[src/rtl/sramc_pkg.sv]
package sramc_pkg;

  typedef enum logic [2:0] {
    ST_IDLE, ST_RD_SETUP, ST_RD_WAIT, ST_RD_CAPTURE,
    ST_TURNAROUND, ST_WR_SETUP, ST_WR_PULSE, ST_WR_END
  } sramc_state_e;

  // nanoseconds to whole clock cycles, rounded up, at least one
  function automatic int ns2cyc(input int ns, input int clk_ns);
    int c;
    c = (ns + clk_ns - 1) / clk_ns;
    if (c < 1) c = 1;
    return c;
  endfunction

  function automatic int imax(input int a, input int b);
    return (a > b) ? a : b;
  endfunction

  // cycles spent in the read wait state; capture lands two edges later
  function automatic int rd_wait_len(input int c_rc, input int c_oe);
    return imax(imax(c_rc - 2, c_oe - 1), 1);
  endfunction

  // cycles of write-enable low; address/data lead by one setup cycle
  function automatic int wr_pulse_len(input int c_wp, input int c_aw, input int c_dw);
    return imax(imax(c_wp, c_aw - 1), imax(c_dw - 1, 1));
  endfunction

endpackage

[src/rtl/sramc_timer.sv]
module sramc_timer #(
  parameter int TW = 4
) (
  input  logic          clk,
  input  logic          rst_n,
  input  logic          load,
  input  logic [TW-1:0] load_val,
  output logic          zero
);
  logic [TW-1:0] cnt;

  always_ff @(posedge clk) begin
    if (!rst_n)           cnt <= '0;
    else if (load)        cnt <= load_val;
    else if (cnt != '0)   cnt <= cnt - 1'b1;
  end

  assign zero = (cnt == '0);
endmodule

[src/rtl/sramc_dpath.sv]
module sramc_dpath #(
  parameter int AW = 18,
  parameter int DW = 8
) (
  input  logic          clk,
  input  logic          rst_n,
  input  logic          accept,
  input  logic [AW-1:0] req_addr,
  input  logic [DW-1:0] req_wdata,
  input  logic          cap_en,
  input  logic [DW-1:0] dq_in,
  output logic [AW-1:0] addr_q,
  output logic [DW-1:0] wdata_q,
  output logic [DW-1:0] rdata_q
);
  always_ff @(posedge clk) begin
    if (!rst_n) begin
      addr_q  <= '0;
      wdata_q <= '0;
      rdata_q <= '0;
    end else begin
      if (accept) begin
        addr_q  <= req_addr;
        wdata_q <= req_wdata;
      end
      if (cap_en) rdata_q <= dq_in;
    end
  end
endmodule

[src/rtl/sramc_seq.sv]
module sramc_seq
  import sramc_pkg::*;
#(
  parameter int RD_LEN = 4,
  parameter int WR_LEN = 5,
  parameter int HZ_LEN = 3,
  parameter int TW     = 3
) (
  input  logic          clk,
  input  logic          rst_n,
  input  logic          req_valid,
  input  logic          req_write,
  output logic          ready,
  output logic          accept,
  output logic          cap_en,
  output logic          tmr_load,
  output logic [TW-1:0] tmr_val,
  input  logic          tmr_zero,
  output logic          sel_n,
  output logic          oe_n,
  output logic          we_n,
  output logic          dq_oe,
  output logic          done
);
  sramc_state_e state;

  assign ready  = (state == ST_IDLE);
  assign accept = ready && req_valid;
  assign cap_en = (state == ST_RD_CAPTURE);

  always_comb begin
    tmr_load = 1'b0;
    tmr_val  = '0;
    unique case (state)
      ST_RD_SETUP:   begin tmr_load = 1'b1; tmr_val = TW'(RD_LEN - 1); end
      ST_RD_CAPTURE: begin tmr_load = 1'b1; tmr_val = TW'(HZ_LEN - 1); end
      ST_WR_SETUP:   begin tmr_load = 1'b1; tmr_val = TW'(WR_LEN - 1); end
      default:       ;
    endcase
  end

  always_ff @(posedge clk) begin
    if (!rst_n) begin
      state <= ST_IDLE;
      sel_n <= 1'b1;
      oe_n  <= 1'b1;
      we_n  <= 1'b1;
      dq_oe <= 1'b0;
      done  <= 1'b0;
    end else begin
      done <= 1'b0;
      unique case (state)
        ST_IDLE: if (req_valid) begin
          sel_n <= 1'b0;
          if (req_write) begin
            dq_oe <= 1'b1;
            state <= ST_WR_SETUP;
          end else begin
            state <= ST_RD_SETUP;
          end
        end
        ST_RD_SETUP: begin
          oe_n  <= 1'b0;
          state <= ST_RD_WAIT;
        end
        ST_RD_WAIT: if (tmr_zero) state <= ST_RD_CAPTURE;
        ST_RD_CAPTURE: begin
          sel_n <= 1'b1;
          oe_n  <= 1'b1;
          done  <= 1'b1;
          state <= ST_TURNAROUND;
        end
        ST_TURNAROUND: if (tmr_zero) state <= ST_IDLE;
        ST_WR_SETUP: begin
          we_n  <= 1'b0;
          state <= ST_WR_PULSE;
        end
        ST_WR_PULSE: if (tmr_zero) begin
          we_n  <= 1'b1;
          state <= ST_WR_END;
        end
        ST_WR_END: begin
          sel_n <= 1'b1;
          dq_oe <= 1'b0;
          done  <= 1'b1;
          state <= ST_IDLE;
        end
        default: state <= ST_IDLE;
      endcase
    end
  end

  // completion is a single-cycle pulse
  a_r4_done_pulse: assert property (@(posedge clk) disable iff (!rst_n)
    done |=> !done);
  // a taken request starts an access and drops ready
  a_r2_accept_selects: assert property (@(posedge clk) disable iff (!rst_n)
    accept |=> (!sel_n && !ready));
endmodule

[src/rtl/async_sram_ctrl.sv]
module async_sram_ctrl
  import sramc_pkg::*;
#(
  parameter int CLK_NS     = 10,
  parameter bit FAST_GRADE = 1'b1,
  parameter int AW         = 18,
  parameter int DW         = 8
) (
  input  logic          clk,
  input  logic          rst_n,
  input  logic          req_valid,
  input  logic          req_write,
  input  logic [AW-1:0] req_addr,
  input  logic [DW-1:0] req_wdata,
  output logic          req_ready,
  output logic          rsp_done,
  output logic [DW-1:0] rsp_rdata,
  output logic [AW-1:0] sram_addr,
  output logic [DW-1:0] sram_dq_out,
  output logic          sram_dq_oe,
  input  logic [DW-1:0] sram_dq_in,
  output logic          sram_sel_n,
  output logic          sram_oe_n,
  output logic          sram_we_n
);
  localparam int T_RC = FAST_GRADE ? 55 : 70;
  localparam int T_OE = 35;
  localparam int T_WP = FAST_GRADE ? 45 : 55;
  localparam int T_AW = FAST_GRADE ? 45 : 60;
  localparam int T_DW = 40;
  localparam int T_HZ = FAST_GRADE ? 25 : 30;

  localparam int RD_LEN = rd_wait_len(ns2cyc(T_RC, CLK_NS), ns2cyc(T_OE, CLK_NS));
  localparam int WR_LEN = wr_pulse_len(ns2cyc(T_WP, CLK_NS), ns2cyc(T_AW, CLK_NS),
                                       ns2cyc(T_DW, CLK_NS));
  localparam int HZ_LEN = ns2cyc(T_HZ, CLK_NS);
  localparam int TW     = $clog2(imax(imax(RD_LEN, WR_LEN), HZ_LEN) + 1);
  localparam int MW     = TW + 1;

  logic          accept, cap_en, tmr_load, tmr_zero;
  logic [TW-1:0] tmr_val;

  sramc_seq #(.RD_LEN(RD_LEN), .WR_LEN(WR_LEN), .HZ_LEN(HZ_LEN), .TW(TW)) u_seq (
    .clk(clk), .rst_n(rst_n), .req_valid(req_valid), .req_write(req_write),
    .ready(req_ready), .accept(accept), .cap_en(cap_en),
    .tmr_load(tmr_load), .tmr_val(tmr_val), .tmr_zero(tmr_zero),
    .sel_n(sram_sel_n), .oe_n(sram_oe_n), .we_n(sram_we_n),
    .dq_oe(sram_dq_oe), .done(rsp_done)
  );

  sramc_timer #(.TW(TW)) u_tmr (
    .clk(clk), .rst_n(rst_n), .load(tmr_load), .load_val(tmr_val), .zero(tmr_zero)
  );

  sramc_dpath #(.AW(AW), .DW(DW)) u_dp (
    .clk(clk), .rst_n(rst_n), .accept(accept), .req_addr(req_addr),
    .req_wdata(req_wdata), .cap_en(cap_en), .dq_in(sram_dq_in),
    .addr_q(sram_addr), .wdata_q(sram_dq_out), .rdata_q(rsp_rdata)
  );

  // observation counters for the timing assertions
  logic [MW-1:0] we_low_run;  // cycles write-enable has been low
  logic [MW-1:0] oe_quiet;    // cycles since output-enable last high-going, saturating

  always_ff @(posedge clk) begin
    if (!rst_n) begin
      we_low_run <= '0;
      oe_quiet   <= MW'(HZ_LEN);
    end else begin
      we_low_run <= sram_we_n ? '0 : ((we_low_run == '1) ? we_low_run : we_low_run + 1'b1);
      if (!sram_oe_n)                 oe_quiet <= '0;
      else if (oe_quiet != MW'(HZ_LEN)) oe_quiet <= oe_quiet + 1'b1;
    end
  end

  // write-enable pulse never shorter than the rounded minimum
  a_r6_we_width: assert property (@(posedge clk) disable iff (!rst_n)
    $rose(sram_we_n) |-> (we_low_run >= MW'(WR_LEN)));
  // no drive toward memory inside the float window after a read
  a_r5_turnaround: assert property (@(posedge clk) disable iff (!rst_n)
    sram_dq_oe |-> (oe_quiet >= MW'(HZ_LEN)));
  // output enable excluded during writes and while driving
  a_r8_oe_vs_we: assert property (@(posedge clk) disable iff (!rst_n)
    !sram_we_n |-> (sram_oe_n && sram_dq_oe));
  a_r8_oe_vs_drive: assert property (@(posedge clk) disable iff (!rst_n)
    sram_dq_oe |-> sram_oe_n);
  // address and write byte frozen while selected
  a_r7_addr_hold: assert property (@(posedge clk) disable iff (!rst_n)
    (!sram_sel_n && $past(!sram_sel_n)) |-> $stable(sram_addr));
  a_r7_data_hold: assert property (@(posedge clk) disable iff (!rst_n)
    (sram_dq_oe && $past(sram_dq_oe)) |-> $stable(sram_dq_out));
endmodule

[config.mk]
export PLATFORM = sky130hd
export DESIGN_NAME = async_sram_ctrl
export DESIGN_NICKNAME = d
export VERILOG_FILES = /design/src/rtl/sramc_pkg.sv /design/src/rtl/sramc_timer.sv /design/src/rtl/sramc_dpath.sv /design/src/rtl/sramc_seq.sv /design/src/rtl/async_sram_ctrl.sv
export SDC_FILE = /design/constraint.sdc
export NUM_CORES = 1
export LEC_CHECK = 0
export BUFFER_PORTS_ARGS = -buffer_cell sky130_fd_sc_hd__clkbuf_2
export CAP_MARGIN = 20
export CELL_PAD_IN_SITES_DETAIL_PLACEMENT = 0
export CELL_PAD_IN_SITES_GLOBAL_PLACEMENT = 2
export CORE_MARGIN = 2
export CORE_UTILIZATION = 28
export CTS_BUF_LIST = sky130_fd_sc_hd__clkbuf_4 sky130_fd_sc_hd__clkbuf_8
export DETAILED_ROUTE_END_ITERATION = 7
export GPL_ROUTABILITY_DRIVEN = 0
export PLACE_DENSITY_LB_ADDON = 0.1
export SLEW_MARGIN = 20
export SYNTH_ARGS = -nofsm -noshare
export SYNTH_HDL_FRONTEND = slang
export SYNTH_SLANG_ARGS = --single-unit
[constraint.sdc]
create_clock -name clk -period 1.9 [get_ports clk]
set_input_delay 0.285 -clock clk [delete_from_list [all_inputs] [get_ports clk]]
set_output_delay 0.285 -clock clk [all_outputs]
set_load 0.02 [all_outputs]
==> results.ini, run 1 <==
[worst_setup_path]
required_ns=1.62
crit_family=flip-flops
path_class=reg2out
cpPeakStageDelay_ns=0.36
worst_setup_path_end_kind=output port
cp_slowest_cell=dfxtp_1
worstPathArrival_ns=1.44
crit_path_max_fanout=6
cp_cell_sequence=inv_1, ha_1, nor2b_4, clkbuf_2
path_buf_inv=2
worstSetupStartpointType=flop

[synth]
synth_edf_count=0
synth_seq_cells=45
synth.avg_cell_area_um2=8.97
ys_async_sr_fraction_pct=0
yosysMostFrequentCell=nand2_1
ys_seq_area_share_pct=44.6
syn_nets=272
synth_ff_type=dfxtp_1
synth_cells=225
synth.distinct_cells=35
yosys_warnings=0
synth_area_leaders=dfxtp_1 45%, nand2_1 14%, a21boi_2 11%
synth_top_area_share_pct=44.6
yosysTopAreaCell=dfxtp_1
yosys-top-cells-count=74 x nand2_1, 45 x dfxtp_1, 19 x a21boi_2
synthesis.area_mm2=0.00202

[cells_and_area]
drive_above_1_share_pct=38.2
diodes=0
num-nets-final=350
synthToLayoutAreaGrowth_pct=27.6
multi_input_area_mm2=0.00100
seqCellArea_um2=901
fin_util_pct=37.5
final_cells=400
nFillCells=753

[global_route]
grt_pass1_vias=1574
overflow=0
antenna_found_initial=0
gr-usage-all-layers_pct=12.3
grt_start_max_net_pins=28
grt_pass1_wl_um=7510

[sta]
worst_pin_slew_ns=0.485
period_share_pct=90.8
fmax_mhz=580
min_period_ns=1.73
hold_viol=0
slew_headroom_pct=67.6
worst_slack_ns=0.175
fin_skew_ns=0.00791
setup_viol=0
setup_tns_ns=0
rsz0062_at_grt=false
finalMaxSlewViolations=0
holdWs_ns=0.201

[placement]
numPortBuffers=77
dpl_worst_slack_ns=0.279
hpwl_um=3490
dpl.cell_count=392

[clocking]
cts_buffers=5
cts.clk_slew.worst_paths_ns=0.09
clock-root-buffer=clkbuf_8
cts.sinks=45
cts_hold_buf=0
cts_setup_buffers=0
ctsResizeCount=0
cts_tree=built
clkLatencyLatePin_ns=0.30
h-tree-depth=2
cts.path.max_buffers=2

[floorplan]
dieArea_mm2=0.00790
initial_utilization_pct=29.4
die_w_um=88.9
ios=78
fp.coreArea_mm2=0.00687
die_h_um=88.9
row_count=30

[power]
leakagePower_nw=1.13
powerDensity_mw_per_mm2=1270
ir_drop_uv=435

[detailed_routing]
ant_nets=0
dr.pass1.iters=4
totalWireLength_um=4770
vias=1701
drc=0
wl_per_cell_um=11.9
viasPerCell=4.25
drtIter0Drc=66

[outcome]
run_status=completed

[min_path]
hold_path.class=in2reg

[run]
max_cap_violations=0

-- state kept, by name (all words and copies together), names as in the netlist --
signal	count
u_dp.addr_q	18
u_dp.rdata_q	8
u_dp.wdata_q	8
u_seq.done	1
u_seq.dq_oe	1
u_seq.oe_n	1
u_seq.sel_n	1
u_seq.state	3
u_seq.we_n	1
u_tmr.cnt	3
-- worst paths after layout --
kind / startpoint / end / slack, ns / depth (start not counted)
worst min register to register: u_dp.addr_q[2]$_SDFFE_PN0P_ / u_dp.addr_q[2]$_SDFFE_PN0P_ / 0.46 / 2
worst max register to register: u_seq.state[0]$_SDFFE_PN0P_ / u_seq.state[2]$_SDFFE_PN0P_ / 0.28 / 5
worst min-delay path: req_addr[13] / u_dp.addr_q[13]$_SDFFE_PN0P_ / 0.20 / 3
worst max-delay path: u_seq.state[0]$_SDFFE_PN0P_ / req_ready / 0.17 / 4
-- area by class of cell --
| type | count | area share, % |
|---|---|---|
| flip-flops and latches | 45 | 35.0 |
| well taps | 96 | 4.66 |
| clock inverters | 2 | 0.583 |
| repair buffers | 84 | 17.0 |
| multi-input cells | 161 | 38.9 |
| clock buffers | 6 | 2.96 |
| inverters | 6 | 0.875 |
-- power by group --
group,internal [mW],total [mW],leakage (nW),switching (mW)
Clock,0.274,0.617,0.0408,0.343
Combinational,0.533,1.36,0.719,0.823
Sequential,1.15,1.29,0.368,0.140
-- cell usage in the layout (no fill, tap or decap), drive strengths merged, types with 2 or more instances in the layout --
cell,instances
a21boi,34
a21oi,8
and2,2
buf,7
clkbuf,83
clkinvlp,2
dfxtp,45
ha,9
inv,6
nand2,75
nand2b,2
nand3,3
nor2,5
nor2b,3
o21ai,5
or3b,2
-- tightest hold or removal path, stage by stage --
cell      delay, ns
clkbuf_2       0.08
nand2_1        0.06
a21boi_2       0.04
-- per-layer routing --
metal | part of all wire [%] | up-vias | GRT usage (%) | routed length, um
li1 | - | 894 | - | -
met1 | 47 | 763 | 16.1 | 2250
met2 | 46 | 37 | 19.8 | 2220
met3 | 4.9 | 7 | 2.86 | 234
met4 | 1.4 | 0 | 4.96 | 67
met5 | 0 | - | 0 | 0
-- cell families after synthesis --
family	Yosys count	share of synthesized area [%]
flops	45	44.6
buf+inv	19	5.70
simple gates	95	20.2
fa+ha+maj	9	5.58
xor+xnor	2	0.868
compound gates	55	23.0
-- stage by stage --
step                      area, um2  power, mW
final                          2570       3.26
after global routing           2570       3.53
after CTS                      2570       3.33
after detailed placement       2480       2.70
after global placement         2480       2.71
after floorplan                2020       2.35
No activity file was read; power rests on OpenSTA's default activity.
==> run 2, diff against run 1 <==
--- a/config.mk
+++ b/config.mk
@@ -5,14 +5,15 @@
 export SDC_FILE = /design/constraint.sdc
 export NUM_CORES = 1
 export LEC_CHECK = 0
-export BUFFER_PORTS_ARGS = -buffer_cell sky130_fd_sc_hd__clkbuf_2
+export ABC_CLOCK_PERIOD_IN_PS = 1900
 export CAP_MARGIN = 20
 export CELL_PAD_IN_SITES_DETAIL_PLACEMENT = 0
 export CELL_PAD_IN_SITES_GLOBAL_PLACEMENT = 2
 export CORE_MARGIN = 2
-export CORE_UTILIZATION = 28
+export CORE_UTILIZATION = 37
 export CTS_BUF_LIST = sky130_fd_sc_hd__clkbuf_4 sky130_fd_sc_hd__clkbuf_8
 export DETAILED_ROUTE_END_ITERATION = 7
+export DONT_BUFFER_PORTS = 1
 export GPL_ROUTABILITY_DRIVEN = 0
 export PLACE_DENSITY_LB_ADDON = 0.1
 export SLEW_MARGIN = 20
==> run 2 against run 1 <==
  * Design area shrank 16%
  * Clock skew grew 0.0026 ns
  * Maximum frequency grew 0.75%
  * Sequential power grew 18%
  * Worst hold slack lost 0.14 ns
==> results.ini, run 2 (same netlist as run 1, synthesis figures left out) <==
[outcome]
run_status=completed

[cells_and_area]
synthToLayoutAreaGrowth_pct=7.81
multi_input_area_mm2=0.00102
num-nets-final=269
mostFrequentLayoutCells=74 x nand2_1, 45 x dfxtp_1, 19 x a21boi_2, 15 x a21boi_0, 9 x ha_1
diodes=0
top_register=u_dp.addr_q
nFillCells=525
largest_reg_flops=18
layout_commonest_cell=nand2_1
largest_registers=u_dp.addr_q: 18 flops, u_dp.rdata_q: 8 flops, u_dp.wdata_q: 8 flops
seqCellArea_um2=901
drive_above_1_share_pct=15.7
stdcell_area_mm2=0.00218

[power]
ir_drop_uv=484
powerDensity_mw_per_mm2=1530
leakagePower_nw=0.806

[placement]
hpwl_um=3030
placed_cell_area_mm2=0.00203
numPortBuffers=0
dpl_worst_slack_ns=0.115

[clocking]
clkLatencyLatePin_ns=0.30
cts_tree=built
cts.sinks=45
clock-root-buffer=clkbuf_8
cts_buffers=5
cts.clk_slew.worst_paths_ns=0.09
h-tree-depth=2
cts.path.max_buffers=2
cts_setup_buffers=0
cts_hold_buf=0
ctsResizeCount=0

[detailed_routing]
dr.pass1.iters=4
drc=0
dr.max_layer_used=met4
wl_per_cell_um=15.2
wl_met1_um=1870
vias=1473
ant_nets=0
wl_met2_um=2170
totalWireLength_um=4450
viasPerCell=5.03
drtIter0Drc=50
met3WireLength_um=351

[worst_setup_path]
crit_path_max_fanout=14
r2r-start=u_seq.state[0]$_SDFFE_PN0P_
startpoint=u_seq.state[0]$_SDFFE_PN0P_
worstPathArrival_ns=1.93
required_ns=2.12
reg2reg_slack_ns=0.19
reg2reg_depth=6
r2r_end=u_dp.wdata_q[4]$_SDFFE_PN0P_
worstSetupStartpointType=flop
worst_setup_path_end_kind=flop
cp-endpoint=u_dp.wdata_q[4]$_SDFFE_PN0P_
path_class=reg2reg

[floorplan]
ios=78
die_w_um=77.9
row_count=26
die_h_um=77.9
fp.coreArea_mm2=0.00517
dieArea_mm2=0.00606
initial_utilization_pct=39.0

[sta]
fin_skew_ns=0.0105
rsz0062_at_grt=false
finalMaxSlewViolations=0
slew_headroom_pct=69.1
setup_tns_ns=0
worst_slack_ns=0.188
fmax_mhz=584
period_share_pct=90.1
hold_viol=0
min_period_ns=1.71
worst_pin_slew_ns=0.463
setup_viol=0

[global_route]
overflow=0
gr-usage-all-layers_pct=14.4
antenna_found_initial=0
grt_pass1_vias=1434
grt_pass1_wl_um=6890
grt_start_max_net_pins=47

[min_path]
hold_path.class=in2reg
worstHoldStart=rst_n

[run]
max_cap_violations=0

## run 2: cell type report
class,count,share of cell area (%)
inverter,6,1.04
timing repair buffer,2,0.690
tap,70,4.03
sequential,45,41.4
clock buffer,5,3.16
multi-input combinational,162,46.7
clock inverter,3,2.99
## run 2: routing by layer
metal	vias to the layer above	global-route usage (%)
li1	734	-
met1	684	16.0
met2	49	24.9
met3	6	5.81
met4	0	4.82
met5	-	0
## run 2: critical path, cell delays in order (launching register included)
cell,delay [ns]
dfxtp_1,0.37
inv_1,0.14
ha_1,0.26
nor2b_4,0.33
and2_4,0.30
nand2_1,0.07
a21boi_0,0.16
## run 2: worst min path at each step
stage / to / slack (ns) / cells after the start
3_3_place_gp: u_seq.oe_n$_SDFFE_PN1P_ / 0.36 / 1
5_1_grt: u_seq.sel_n$_SDFFE_PN1P_ / 0.05 / 1
4_1_cts: u_seq.oe_n$_SDFFE_PN1P_ / 0.05 / 1
2_1_floorplan: u_dp.wdata_q[1]$_SDFFE_PN0P_ / 0.43 / 2
3_5_place_dp: u_seq.oe_n$_SDFFE_PN1P_ / 0.37 / 1
6_report: u_seq.oe_n$_SDFFE_PN1P_ / 0.06 / 1
## run 2: through the flow
| step | std cells | util, % | total power [mW] | hold WS [ns] |
|---|---|---|---|---|
| detailed placement | 284 | 39.2 | 2.48 | 0.368 |
| finish | 293 | 42.1 | 3.33 | 0.0627 |
| global route | 293 | 42.1 | 3.57 | 0.0525 |
| floorplan | 225 | - | 2.35 | 0.430 |
| CTS | 292 | 41.8 | 3.34 | 0.0527 |
| global placement | 284 | 39.2 | 2.42 | 0.363 |
## run 2: power by group
part	switching, mW	internal (mW)	total [mW]
clock	0.335	0.523	0.858
combinational	0.564	0.390	0.955
sequential	0.366	1.15	1.52
